**config.mk**
```make
export PLATFORM = sky130hd
export DESIGN_NAME = spi3w_master
export DESIGN_NICKNAME = d
export VERILOG_FILES = /design/src/rtl/spi3w_pkg.sv /design/src/rtl/spi3w_txbuf.sv /design/src/rtl/spi3w_shifter.sv /design/src/rtl/spi3w_regs.sv /design/src/rtl/spi3w_master.sv
export SDC_FILE = /design/constraint.sdc
export NUM_CORES = 1
export LEC_CHECK = 0
export BUFFER_PORTS_ARGS = -buffer_cell sky130_fd_sc_hd__buf_2
export CAP_MARGIN = 20
export CORE_ASPECT_RATIO = 1.25
export CORE_UTILIZATION = 48
export CTS_CLUSTER_DIAMETER = 50
export DETAILED_ROUTE_END_ITERATION = 7
export PLACE_DENSITY = 0.85
export SYNTH_ARGS = -nofsm -noshare
export SYNTH_HDL_FRONTEND = slang
export SYNTH_SLANG_ARGS = --single-unit
```
**constraint.sdc**
```tcl
create_clock -name clk -period 1.6 [get_ports clk]
set_clock_uncertainty 0.15 [all_clocks]
set_input_delay 0.24 -clock clk [delete_from_list [all_inputs] [get_ports clk]]
set_output_delay 0.24 -clock clk [all_outputs]
set_load 0.05 [all_outputs]
```
**src/rtl/spi3w_pkg.sv**
```systemverilog
package spi3w_pkg;

    localparam int BYTE_W = 8;
    localparam logic [BYTE_W-1:0] CTRL_RESET = 8'h06;

    // Field positions that software decodes
    localparam int F_DONE  = 7;
    localparam int F_WCOL  = 6;
    localparam int F_MODF  = 5;
    localparam int F_MODE0 = 2;
    localparam int F_EN    = 0;

    localparam logic [1:0] MODE_COLLIDE = 2'b01;

    typedef struct packed {
        logic       done;
        logic       wcol;
        logic       modf;
        logic       rsvd;
        logic [1:0] mode;
        logic       empty;
        logic       en;
    } ctrl_t;

    typedef struct packed {
        logic       keep_done;
        logic       keep_wcol;
        logic       keep_modf;
        logic [1:0] mode;
        logic       en;
    } ctrl_wr_t;

    typedef enum logic {SH_IDLE = 1'b0, SH_RUN = 1'b1} sh_state_e;

    function automatic ctrl_wr_t decode_ctrl(input logic [BYTE_W-1:0] d);
        ctrl_wr_t w;
        w.keep_done = d[F_DONE];
        w.keep_wcol = d[F_WCOL];
        w.keep_modf = d[F_MODF];
        w.mode      = d[F_MODE0 +: 2];
        w.en        = d[F_EN];
        return w;
    endfunction

endpackage

```
**src/rtl/spi3w_txbuf.sv**
```systemverilog
module spi3w_txbuf #(
    parameter int DW = 8
) (
    input  logic          clk,
    input  logic          rst,
    input  logic          en,
    input  logic          push,
    input  logic [DW-1:0] push_data,
    input  logic          pop,
    output logic          full,
    output logic [DW-1:0] data
);
    always_ff @(posedge clk) begin
        if (rst || !en) begin
            full <= 1'b0;
        end else if (push) begin
            full <= 1'b1;
        end else if (pop) begin
            full <= 1'b0;
        end
    end

    always_ff @(posedge clk) begin
        if (rst) begin
            data <= '0;
        end else if (push) begin
            data <= push_data;
        end
    end
endmodule

```
**src/rtl/spi3w_shifter.sv**
```systemverilog
module spi3w_shifter
    import spi3w_pkg::*;
#(
    parameter int DW       = 8,
    parameter int HALF_DIV = 2
) (
    input  logic          clk,
    input  logic          rst,
    input  logic          en,
    input  logic          start,
    input  logic [DW-1:0] tx_data,
    input  logic          miso,
    output logic          sck,
    output logic          mosi,
    output logic          busy,
    output logic          done,
    output logic [DW-1:0] rx_data
);
    localparam int DIV_W = (HALF_DIV > 1) ? $clog2(HALF_DIV) : 1;
    localparam int CNT_W = $clog2(DW);
    localparam logic [DIV_W-1:0] DIV_LAST = DIV_W'(HALF_DIV - 1);
    localparam logic [CNT_W-1:0] BIT_LAST = CNT_W'(DW - 1);

    sh_state_e        state;
    logic [DIV_W-1:0] div_cnt;
    logic [CNT_W-1:0] bit_cnt;
    logic [DW-1:0]    shreg;
    logic             sampled;
    logic             phase_end;

    assign phase_end = (div_cnt == DIV_LAST);

    always_ff @(posedge clk) begin
        if (rst || !en) begin
            state   <= SH_IDLE;
            sck     <= 1'b0;
            div_cnt <= '0;
            bit_cnt <= '0;
            done    <= 1'b0;
            shreg   <= '0;
            sampled <= 1'b0;
        end else begin
            done <= 1'b0;
            case (state)
                SH_IDLE: begin
                    if (start) begin
                        shreg   <= tx_data;
                        state   <= SH_RUN;
                        div_cnt <= '0;
                        bit_cnt <= '0;
                    end
                end
                SH_RUN: begin
                    if (!phase_end) begin
                        div_cnt <= div_cnt + 1'b1;
                    end else begin
                        div_cnt <= '0;
                        if (!sck) begin
                            sck     <= 1'b1;
                            sampled <= miso;
                        end else begin
                            sck   <= 1'b0;
                            shreg <= {shreg[DW-2:0], sampled};
                            if (bit_cnt == BIT_LAST) begin
                                state <= SH_IDLE;
                                done  <= 1'b1;
                            end else begin
                                bit_cnt <= bit_cnt + 1'b1;
                            end
                        end
                    end
                end
                default: state <= SH_IDLE;
            endcase
        end
    end

    // Received byte is kept across disable so software can still read it
    always_ff @(posedge clk) begin
        if (rst) begin
            rx_data <= '0;
        end else if (state == SH_RUN && phase_end && sck && bit_cnt == BIT_LAST) begin
            rx_data <= {shreg[DW-2:0], sampled};
        end
    end

    assign busy = (state == SH_RUN);
    assign mosi = busy & shreg[DW-1];
endmodule

```
**src/rtl/spi3w_regs.sv**
```systemverilog
module spi3w_regs
    import spi3w_pkg::*;
(
    input  logic     clk,
    input  logic     rst,
    input  logic     ctrl_wr,
    input  ctrl_wr_t ctrl_in,
    input  logic     data_wr,
    input  logic     buf_full,
    input  logic     xfer_done,
    input  logic     nss_in,
    output logic     en,
    output logic     push,
    output ctrl_t    ctrl
);
    logic       done_f, wcol_f, modf_f;
    logic [1:0] mode;
    logic       collide_wr;
    logic       nss_fault;

    assign push       = data_wr & en & ~buf_full;
    assign collide_wr = data_wr & en & buf_full;
    assign nss_fault  = en & (mode == MODE_COLLIDE) & ~nss_in;

    always_ff @(posedge clk) begin
        if (rst) begin
            done_f <= CTRL_RESET[F_DONE];
            wcol_f <= CTRL_RESET[F_WCOL];
            modf_f <= CTRL_RESET[F_MODF];
            mode   <= CTRL_RESET[F_MODE0 +: 2];
            en     <= CTRL_RESET[F_EN];
        end else begin
            if (ctrl_wr) begin
                mode <= ctrl_in.mode;
                en   <= ctrl_in.en;
            end
            done_f <= (done_f & ~(ctrl_wr & ~ctrl_in.keep_done)) | xfer_done;
            wcol_f <= (wcol_f & ~(ctrl_wr & ~ctrl_in.keep_wcol)) | collide_wr;
            modf_f <= (modf_f & ~(ctrl_wr & ~ctrl_in.keep_modf)) | nss_fault;
        end
    end

    always_comb begin
        ctrl.done  = done_f;
        ctrl.wcol  = wcol_f;
        ctrl.modf  = modf_f;
        ctrl.rsvd  = 1'b0;
        ctrl.mode  = mode;
        ctrl.empty = ~buf_full;
        ctrl.en    = en;
    end
endmodule

```
**src/rtl/spi3w_master.sv**
```systemverilog
module spi3w_master
    import spi3w_pkg::*;
#(
    parameter int HALF_DIV = 2
) (
    input  logic              clk,
    input  logic              rst,
    input  logic              wr_en,
    input  logic              wr_sel,
    input  logic [BYTE_W-1:0] wr_data,
    input  logic              irq_en,
    input  logic              nss_in,
    input  logic              miso,
    output logic [BYTE_W-1:0] ctrl_q,
    output logic [BYTE_W-1:0] rx_q,
    output logic              sck,
    output logic              mosi,
    output logic              irq
);
    ctrl_t             ctrl;
    logic              en, push, buf_full, busy, xfer_done, start;
    logic [BYTE_W-1:0] buf_data;

    assign start = buf_full & ~busy;

    spi3w_regs u_regs (
        .clk       (clk),
        .rst       (rst),
        .ctrl_wr   (wr_en & wr_sel),
        .ctrl_in   (decode_ctrl(wr_data)),
        .data_wr   (wr_en & ~wr_sel),
        .buf_full  (buf_full),
        .xfer_done (xfer_done),
        .nss_in    (nss_in),
        .en        (en),
        .push      (push),
        .ctrl      (ctrl)
    );

    spi3w_txbuf #(.DW(BYTE_W)) u_txbuf (
        .clk       (clk),
        .rst       (rst),
        .en        (en),
        .push      (push),
        .push_data (wr_data),
        .pop       (start),
        .full      (buf_full),
        .data      (buf_data)
    );

    spi3w_shifter #(.DW(BYTE_W), .HALF_DIV(HALF_DIV)) u_shift (
        .clk     (clk),
        .rst     (rst),
        .en      (en),
        .start   (start),
        .tx_data (buf_data),
        .miso    (miso),
        .sck     (sck),
        .mosi    (mosi),
        .busy    (busy),
        .done    (xfer_done),
        .rx_data (rx_q)
    );

    assign ctrl_q = ctrl;
    assign irq    = irq_en & (ctrl.done | ctrl.wcol | ctrl.modf);
endmodule

```
Word level (Yosys, flattened, before mapping)
Index checks and enable logic that the tools add are counted.
{"block": "word_totals", "mem_bits_rw": 0, "in_bits": 15, "word_cells": 87, "register_bits": 39, "n_memories": 0, "mem_bits_ro": 0, "out_inout_bits": 19, "latch_bits": 0}
{"block": "classes", "n_addsub": 2, "reduce_logical": 11, "div_mod_pow": 0, "eq_ne": 6, "n_mux": 20, "n_shift": 0, "bitwise": 33, "order_cmp": 0, "n_mul": 0}
{"op": "$mux W8", "count": 3}
{"op": "$and A1 B1 Y1", "count": 16}
{"op": "$pmux W8 S2", "count": 1}
{"op": "$mux W3", "count": 4}
{"op": "$not A1 Y1", "count": 12}
{"op": "$mux W1", "count": 9}
{"op": "$ne A2 B2 Y1 const B", "count": 3}
{"op": "$pmux W3 S2", "count": 1}
{"op": "$reduce_and A3 Y1", "count": 2}
{"op": "$or A1 B1 Y1", "count": 5}
{"op": "$pmux W1 S2", "count": 2}
{"op": "$reduce_and A4 Y1", "count": 1}
{"op": "$reduce_or A4 Y1", "count": 1}
{"op": "$add A3 B1 Y3 const B", "count": 1}
{"op": "$eq A3 B3 Y1 const B", "count": 1}
{"op": "$logic_and A1 B1 Y1", "count": 3}
{"op": "$eq A2 B1 Y1 const B", "count": 1}
{"op": "$ne A2 B1 Y1 const B", "count": 1}
{"op": "$reduce_and A2 Y1", "count": 1}
{"op": "$reduce_bool A2 Y1", "count": 1}
{"op": "$add A1 B1 Y1 const B", "count": 1}
{"op": "$logic_not A1 Y1", "count": 1}
{"op": "$logic_or A1 B1 Y1", "count": 1}

Depth between registers and ports, before layout
Gate-level depths: netlist of run 1.
{"block": "logic_depth", "word_depth": 5, "depth_mapped": 6, "mapped_depth_nobuf": 5}

Cells and area by module
A second synthesis of run 1 with hierarchy kept.
{"block": "unflattened", "cells_unflattened": 177, "hier_area_um2": 1691.6}
{"mod": "spi3w_shifter", "cells_each": 113, "seq_area_each_um2": 480.5, "area_per_inst_um2": 1069.8, "n_inst": 1}
{"mod": "spi3w_txbuf", "cells_each": 30, "seq_area_each_um2": 180.2, "area_per_inst_um2": 326.6, "n_inst": 1}
{"mod": "spi3w_regs", "cells_each": 30, "seq_area_each_um2": 120.1, "area_per_inst_um2": 267.8, "n_inst": 1}
{"mod": "spi3w_master", "cells_each": 4, "seq_area_each_um2": 0.0, "area_per_inst_um2": 27.5, "n_inst": 1}

Least setup slack after synthesis of run 1
No wires, ideal clock.
{"block": "synth_path", "kind": "register -> register", "from": "register u_shift.sck", "to": "register u_shift.shreg[0]", "n_path_buf": 1, "slack_ns": 0.044, "synth_period_minus_slack_ns": 1.556, "stages_incl_launch_ff": 5, "setup_time_ns": 0.079, "t_arrival_ns": 1.326, "required_ns": 1.371, "cell_sequence": "dfxtp_1 and3_4 buf_4 nor3_1 a211oi_2"}
{"block": "synth_via", "elab_chain_cells": 2}
{"element": "start: declaration", "line": "spi3w_shifter.sv:13", "source": "output logic sck,"}
{"element": "start signal: assignment", "line": "spi3w_shifter.sv:36", "source": "sck <= 1'b0;"}
{"element": "start signal: assignment", "line": "spi3w_shifter.sv:59", "source": "sck <= 1'b1;"}
{"element": "start signal: assignment", "line": "spi3w_shifter.sv:62", "source": "sck <= 1'b0;"}
{"element": "$ne A2 B1 Y1 (no source line)"}
{"element": "$reduce_and A3 Y1 (no source line)"}
{"element": "end signal: assignment", "line": "spi3w_shifter.sv:47", "source": "shreg <= tx_data;"}
{"element": "end signal: assignment", "line": "spi3w_shifter.sv:63", "source": "shreg <= {shreg[DW-2:0], sampled};"}
{"element": "end: declaration", "line": "spi3w_shifter.sv:27", "source": "logic [DW-1:0] shreg;"}
No other way between the ends.
A chain may end at the register's enable or synchronous reset.

Worst setup path in the final report of run 1
{"block": "layout_path", "from": "register u_txbuf.full", "to": "register u_txbuf.data[5]"}
{"block": "layout_via", "elab_chain_cells": 2}
{"element": "start: declaration", "line": "spi3w_txbuf.sv:10", "source": "output logic full,"}
{"element": "start signal: assignment", "line": "spi3w_txbuf.sv:15", "source": "full <= 1'b0;"}
{"element": "start signal: assignment", "line": "spi3w_txbuf.sv:17", "source": "full <= 1'b1;"}
{"element": "start signal: assignment", "line": "spi3w_txbuf.sv:19", "source": "full <= 1'b0;"}
{"element": "$not A1 Y1", "line": "spi3w_regs.sv:21", "source": "assign push = data_wr & en & ~buf_full;"}
{"element": "$and A1 B1 Y1", "line": "spi3w_regs.sv:21"}
{"element": "end signal: assignment", "line": "spi3w_txbuf.sv:27", "source": "data <= push_data;"}
{"element": "end: declaration", "line": "spi3w_txbuf.sv:11", "source": "output logic [DW-1:0] data"}
No other way between the ends.

==> impl_metrics.toml, run 1 <==
[outcome]
outcome = "completed"

[die]
chipWidth_um = 55.0
io_pins = 34
start_util_pct = 51.4
core_um2 = 3280
rows = 23
die_y_um = 68.3
dieArea_um2 = 3760

[critical_path]
crit_chain = "and4bb_2 > mux2i_1 > nor2_1"
path_buf_inv = 0
worstReg2RegStart = "u_txbuf.full"
r2r-end = "u_txbuf.data[5]"
cp_top_family = "simple AND/OR/NAND/NOR gates"
slowest_delay_ns = 0.52
r2r_slack_ns = 0.08
path_class = "reg2reg"
critical_path_required_ns = 1.63
crit_arrival_ns = 1.55
startpoint_type = "register"
r2r_cells = 3
critPathMaxFanout = 8
endpoint_kind = "register"
cpMaxStageDelayCell = "and4bb_2"

[synth]
yosys.cell_types.count = 34
async_flop_share_pct = 0
synth_nets = 194
synth_edf_count = 0
yosysWarnings = 0
synth_area_um2 = 1690
synth_ff_type = "dfxtp_1"
yosysSeqAreaShare_pct = 46.3
syn_avg_cell_area_um2 = 9.54
syn_inst = 177
ys_seq_elements = 39

[final_layout]
final_util_pct = 60.1
final_nets = 225
layout_commonest_cell = "dfxtp_1"
syn2layout_area_growth_pct = 16.8
mostFrequentLayoutCells = "dfxtp_1, buf_2, nand2_1"
diodes = 0
drive_above_1_share_pct = 30.1

[grt]
grt_pass1_vias = 1212
grt_pass1_wl_um = 5640
grtUsageTotal_pct = 21.4
grt-ovfl-total = 0
grt_max_degree = 23
antenna_found_initial = 0

[power_and_ir_drop]
p_switching_mw = 0.405
p_int_mw = 1.51
comb_power_share_pct = 5.0
cellPowerDensity_nw_per_um2 = 973
seqPwrFrac_pct = 51.2
clkPwrFrac_pct = 43.8
peakVddDrop_uv = 650
power.leakage_nw = 0.731
sw_frac_of_total_pct = 21.1

[clocking]
ctsLongestPathBuffers = 2
root_buffer = "clkbuf_8"
cts.hold.buffers_added = 0
htreeDepth = 2
clk_latency_ns = 0.29
path_clk_slew_ns = 0.08
cts_tree = "yes"
cts_made_buffers = 5
cts_sinks = 39

[timing]
drv_slew = 0
finalSetupViolCount = 0
fin_crit_ns = 1.52
hold_ws_ns = 0.0324
grt_setup_unrepaired = "no"
hold_violations = 0
max_freq_ghz = 0.656
min_period_over_period_pct = 95.2
fin_setup_tns_ns = 0

[min_path]
min_path_cells = 3
hp-class = "in2reg"
hold_path_end = "u_shift.sampled"
hold_path_startpoint = "miso"

[routing]
ant_nets = 0
vias_per_cell = 5.43
drc_errors = 0
wl_per_cell_um = 14.6
first_pass_iters = 4
num_vias = 1335
routed_wl_um = 3580
drt_iter0_drc = 26

[run]
max_cap_violations = 0

[placement]
gp_congestion = 0.777
port_buffers = 32
dp.final_hpwl_um = 2560
[cell type report]
type / instances / area, um^2
clock buffers: 6 / 82.6
multi-input cells: 118 / 781
clock inverters: 2 / 35.0
flip-flops and latches: 39 / 782
fillers: 305 / 1310
inverters: 3 / 11.3
repair buffers: 41 / 234
well taps: 37 / 46.3
[metrics by stage]
stage | power [mW] | setup WS [ns] | cells | instance area [um^2]
finish | 1.92 | 0.0766 | 246 | 1970
global route | 1.99 | 0.00228 | 246 | 1970
CTS | 1.93 | 0.0192 | 245 | 1960
detailed placement | 1.10 | 0.0306 | 237 | 1840
global placement | 1.10 | 0.108 | 237 | 1840
floorplan | 1.07 | 0.0444 | 177 | 1690
[power groups by stage]
stage	combinational (mW)	sequential, mW	clock (mW)
floorplan	0.0524	1.01	0
global placement	0.0930	1.00	0
detailed placement	0.0953	1.01	0
CTS	0.0958	0.982	0.854
global route	0.104	0.983	0.899
finish	0.0963	0.983	0.840
[synth_stat cells, drive strengths merged (2+ instances only)]
cell	n	area share [%]
nand2	21	4.7
inv	3	0.67
clkbuf	2	0.44
nand3	5	1.5
o21ai	3	0.89
dfxtp	39	46
nand3b	3	1.3
a211oi	9	6.4
nor2	14	3.1
a21oi	16	4.7
nand2b	3	1.6
mux2i	18	11
nor3	9	2.7
ha	2	1.5
buf	15	6.6
and3	2	1.0
[timing repair]
item                       CTS  global route
resized for setup            2             3
setup endpoints to repair    1            12
setup buffers                0             1
gates cloned                 0             0
[flip-flops by register name, indices dropped and copies added, names as in the netlist]
register         flops
u_shift.sck          1
u_regs.mode          2
u_regs.done_f        1
u_shift.bit_cnt      3
u_shift.done         1
u_shift.sampled      1
u_shift.busy         1
u_shift.rx_data      8
u_txbuf.data         8
u_shift.div_cnt      1
u_regs.modf_f        1
u_shift.shreg        8
u_txbuf.full         1
u_regs.wcol_f        1
u_regs.en            1
[routing by layer]
metal	routed length, um	vias to the layer above	GRT usage [%]
met2	1850	36	34.9
li1	-	674	-
met1	1540	618	26.5
met5	0	-	0
met3	148	7	6.00
met4	48	0	7.50
[cell families (layout without fill, tap and decap cells)]
group / count (synthesis) / in the layout / synth area share (%)
multiplexers: 18 / 18 / 10.7
other: 1 / 1 / 0.222
flip-flops: 39 / 39 / 46.3
AND/OR/NAND/NOR: 65 / 65 / 19.8
AO/OA/AOI/OAI: 32 / 32 / 13.9
buffers and inverters: 20 / 52 / 7.71
adder cells (fa/ha/maj): 2 / 2 / 1.48
[how the worst max path moves through the flow]
stage,from,end,cells after the start
after floorplan,u_shift.sck,u_shift.shreg[0],4
after global placement,u_shift.bit_cnt[0],u_shift.rx_data[7],5
after detailed placement,u_shift.bit_cnt[0],u_shift.rx_data[1],5
after CTS,u_shift.bit_cnt[0],u_shift.rx_data[1],5
after global routing,u_shift.bit_cnt[0],u_shift.rx_data[6],5
final,u_txbuf.full,u_txbuf.data[5],3
[worst reg2reg max path, stage by stage, from the launching register on]
cell	delay, ns
dfxtp_1	0.40
and4bb_2	0.52
mux2i_1	0.27
nor2_1	0.06
No activity file was read; power rests on OpenSTA's default activity.
==> run 2: changes to the inputs <==
- PLACE_DENSITY: 0.85 -> 0.82
==> run 2 against run 1 <==
  * Non-clock buffer count shrank 1
  * Die area unchanged
  * Power decreased by 0.41%
  * Clock power down 0.8%
  * Cell area decreased by 0.57%
  * Worst hold slack better by 0.0094 ns
  * Setup slack improved by 0.0061 ns
  * Utilization down 0.34 points
  * First-iteration DRC count shrank 15%
  * Maximum frequency up 0.40%
  * Sequential share of layout area is 0.23 points higher
  * Final cell count shrank 0.41%
  * Largest cell class unchanged
  * Highest routed layer unchanged
==> impl_metrics.toml, run 2 (synthesis gave the netlist of run 1 again) <==
[outcome]
outcome = "completed"

[power_and_ir_drop]
seqPwrFrac_pct = 51.4
p_int_mw = 1.51
cellPowerDensity_nw_per_um2 = 975
clkPwrFrac_pct = 43.6
p_switching_mw = 0.397
power.leakage_nw = 0.724
sw_frac_of_total_pct = 20.8
comb_power_share_pct = 5.0
peakVddDrop_uv = 799

[routing]
dr_wl_met2_um = 1590
wl_per_cell_um = 13.2
routed_wl_um = 3230
wl_met1_um = 1370
drt_iter0_drc = 22
drc_errors = 0
first_pass_iters = 5
wl_met3_um = 219
ant_nets = 0
vias_per_cell = 5.37
num_vias = 1316
top_layer = "met4"

[clocking]
root_buffer = "clkbuf_8"
cts_made_buffers = 5
ctsLongestPathBuffers = 2
cts.hold.buffers_added = 0
clk_latency_ns = 0.29
path_clk_slew_ns = 0.07
htreeDepth = 2
cts_tree = "yes"
cts_sinks = 39

[critical_path]
r2r_slack_ns = 0.11
r2r-end = "u_shift.bit_cnt[0]"
path_class = "reg2out"
r2r_cells = 5
startpoint_type = "register"
endpoint_kind = "output pin"
critical_path_required_ns = 1.21
crit_arrival_ns = 1.13
worstReg2RegStart = "u_shift.bit_cnt[0]"
critPathMaxFanout = 4

[grt]
grt_pass1_vias = 1261
grtUsageTotal_pct = 20.9
antenna_found_initial = 0
grt-ovfl-total = 0
grt_max_degree = 23
grt_pass1_wl_um = 5520

[final_layout]
final_nets = 224
design_area_um2 = 1960
mostFrequentLayoutCells = "dfxtp_1, buf_2, nand2_1"
syn2layout_area_growth_pct = 16.2
reg.largest.list = "u_shift.rx_data: 8 flops, u_shift.shreg: 8 flops, u_txbuf.data: 8 flops"
drive_above_1_share_pct = 29.8
layout_commonest_cell = "dfxtp_1"
num-fill-cells = 300
diodes = 0

[timing]
hold_violations = 0
fin_setup_tns_ns = 0
grt_setup_unrepaired = "no"
drv_slew = 0
max_freq_ghz = 0.659
finalSetupViolCount = 0
min_period_over_period_pct = 94.8
hold_ws_ns = 0.0418
setup_slack_ns = 0.0827
fin_crit_ns = 1.52

[placement]
dpl_cell_area_um2 = 1830
gp_congestion = 0.792
port_buffers = 32
dp_slack_ns = 0.0620
dp.final_hpwl_um = 2360

[min_path]
min_path_cells = 3
hold_path_end = "u_shift.sampled"
hold_path_startpoint = "miso"
hp-class = "in2reg"

[die]
chipWidth_um = 55.0
core_um2 = 3280
die_y_um = 68.3
start_util_pct = 51.4
io_pins = 34
rows = 23
dieArea_um2 = 3760

[run]
max_cap_violations = 0
## run 2: power groups by stage
stage / combinational [mW] / sequential, mW / clock, mW
2_1_floorplan: 0.0524 / 1.01 / 0
3_3_place_gp: 0.0945 / 1.00 / 0
3_5_place_dp: 0.0950 / 1.01 / 0
4_1_cts: 0.0953 / 0.983 / 0.852
5_1_grt: 0.104 / 0.983 / 0.904
6_report: 0.0947 / 0.983 / 0.833
## run 2: cell type report
class | instances | area (um^2) | area share [%]
flip-flops and latches | 39 | 782 | 39.9
multi-input cells | 118 | 781 | 39.8
repair buffers | 40 | 223 | 11.4
clock buffers | 6 | 82.6 | 4.21
well taps | 37 | 46.3 | 2.36
clock inverters | 2 | 35.0 | 1.79
inverters | 3 | 11.3 | 0.574
## run 2: per-stage QoR
step                      total power, mW  util (%)  cells
after global routing                 1.99      59.8    245
after CTS                            1.93      59.3    244
final                                1.91      59.8    245
after floorplan                      1.07         -    177
after global placement               1.10      55.7    236
after detailed placement             1.10      55.7    236
## run 2: repair_timing
| item | CTS | global route |
|---|---|---|
| buffers inserted | 0 | 1 |
| cloned | 0 | 0 |
| gates resized for setup | 1 | 3 |
| endpoints found under the hold margin | 0 | 0 |
| pin swaps | 0 | 2 |
| endpoints found under the setup margin | 1 | 12 |
## run 2: worst max path at each step
stage	startpoint	endpoint	cells past startpoint
after floorplan	u_shift.sck	u_shift.shreg[0]	4
final	u_regs.wcol_f	irq	2
after detailed placement	u_shift.bit_cnt[0]	u_shift.rx_data[1]	5
after global routing	u_shift.bit_cnt[0]	u_shift.rx_data[7]	5
after global placement	u_shift.bit_cnt[0]	u_shift.rx_data[5]	5
after CTS	u_shift.busy	mosi	2
## run 2: critical path: stages, from the launching register on
cell	delay [ns]
dfxtp_1	0.35
o31a_1	0.28
buf_2	0.21
## run 2: per-layer routing
layer	up-vias	global-route usage, %
met3	6	7.78
met2	40	34.3
met5	-	0
li1	668	-
met1	602	23.5
met4	0	9.69
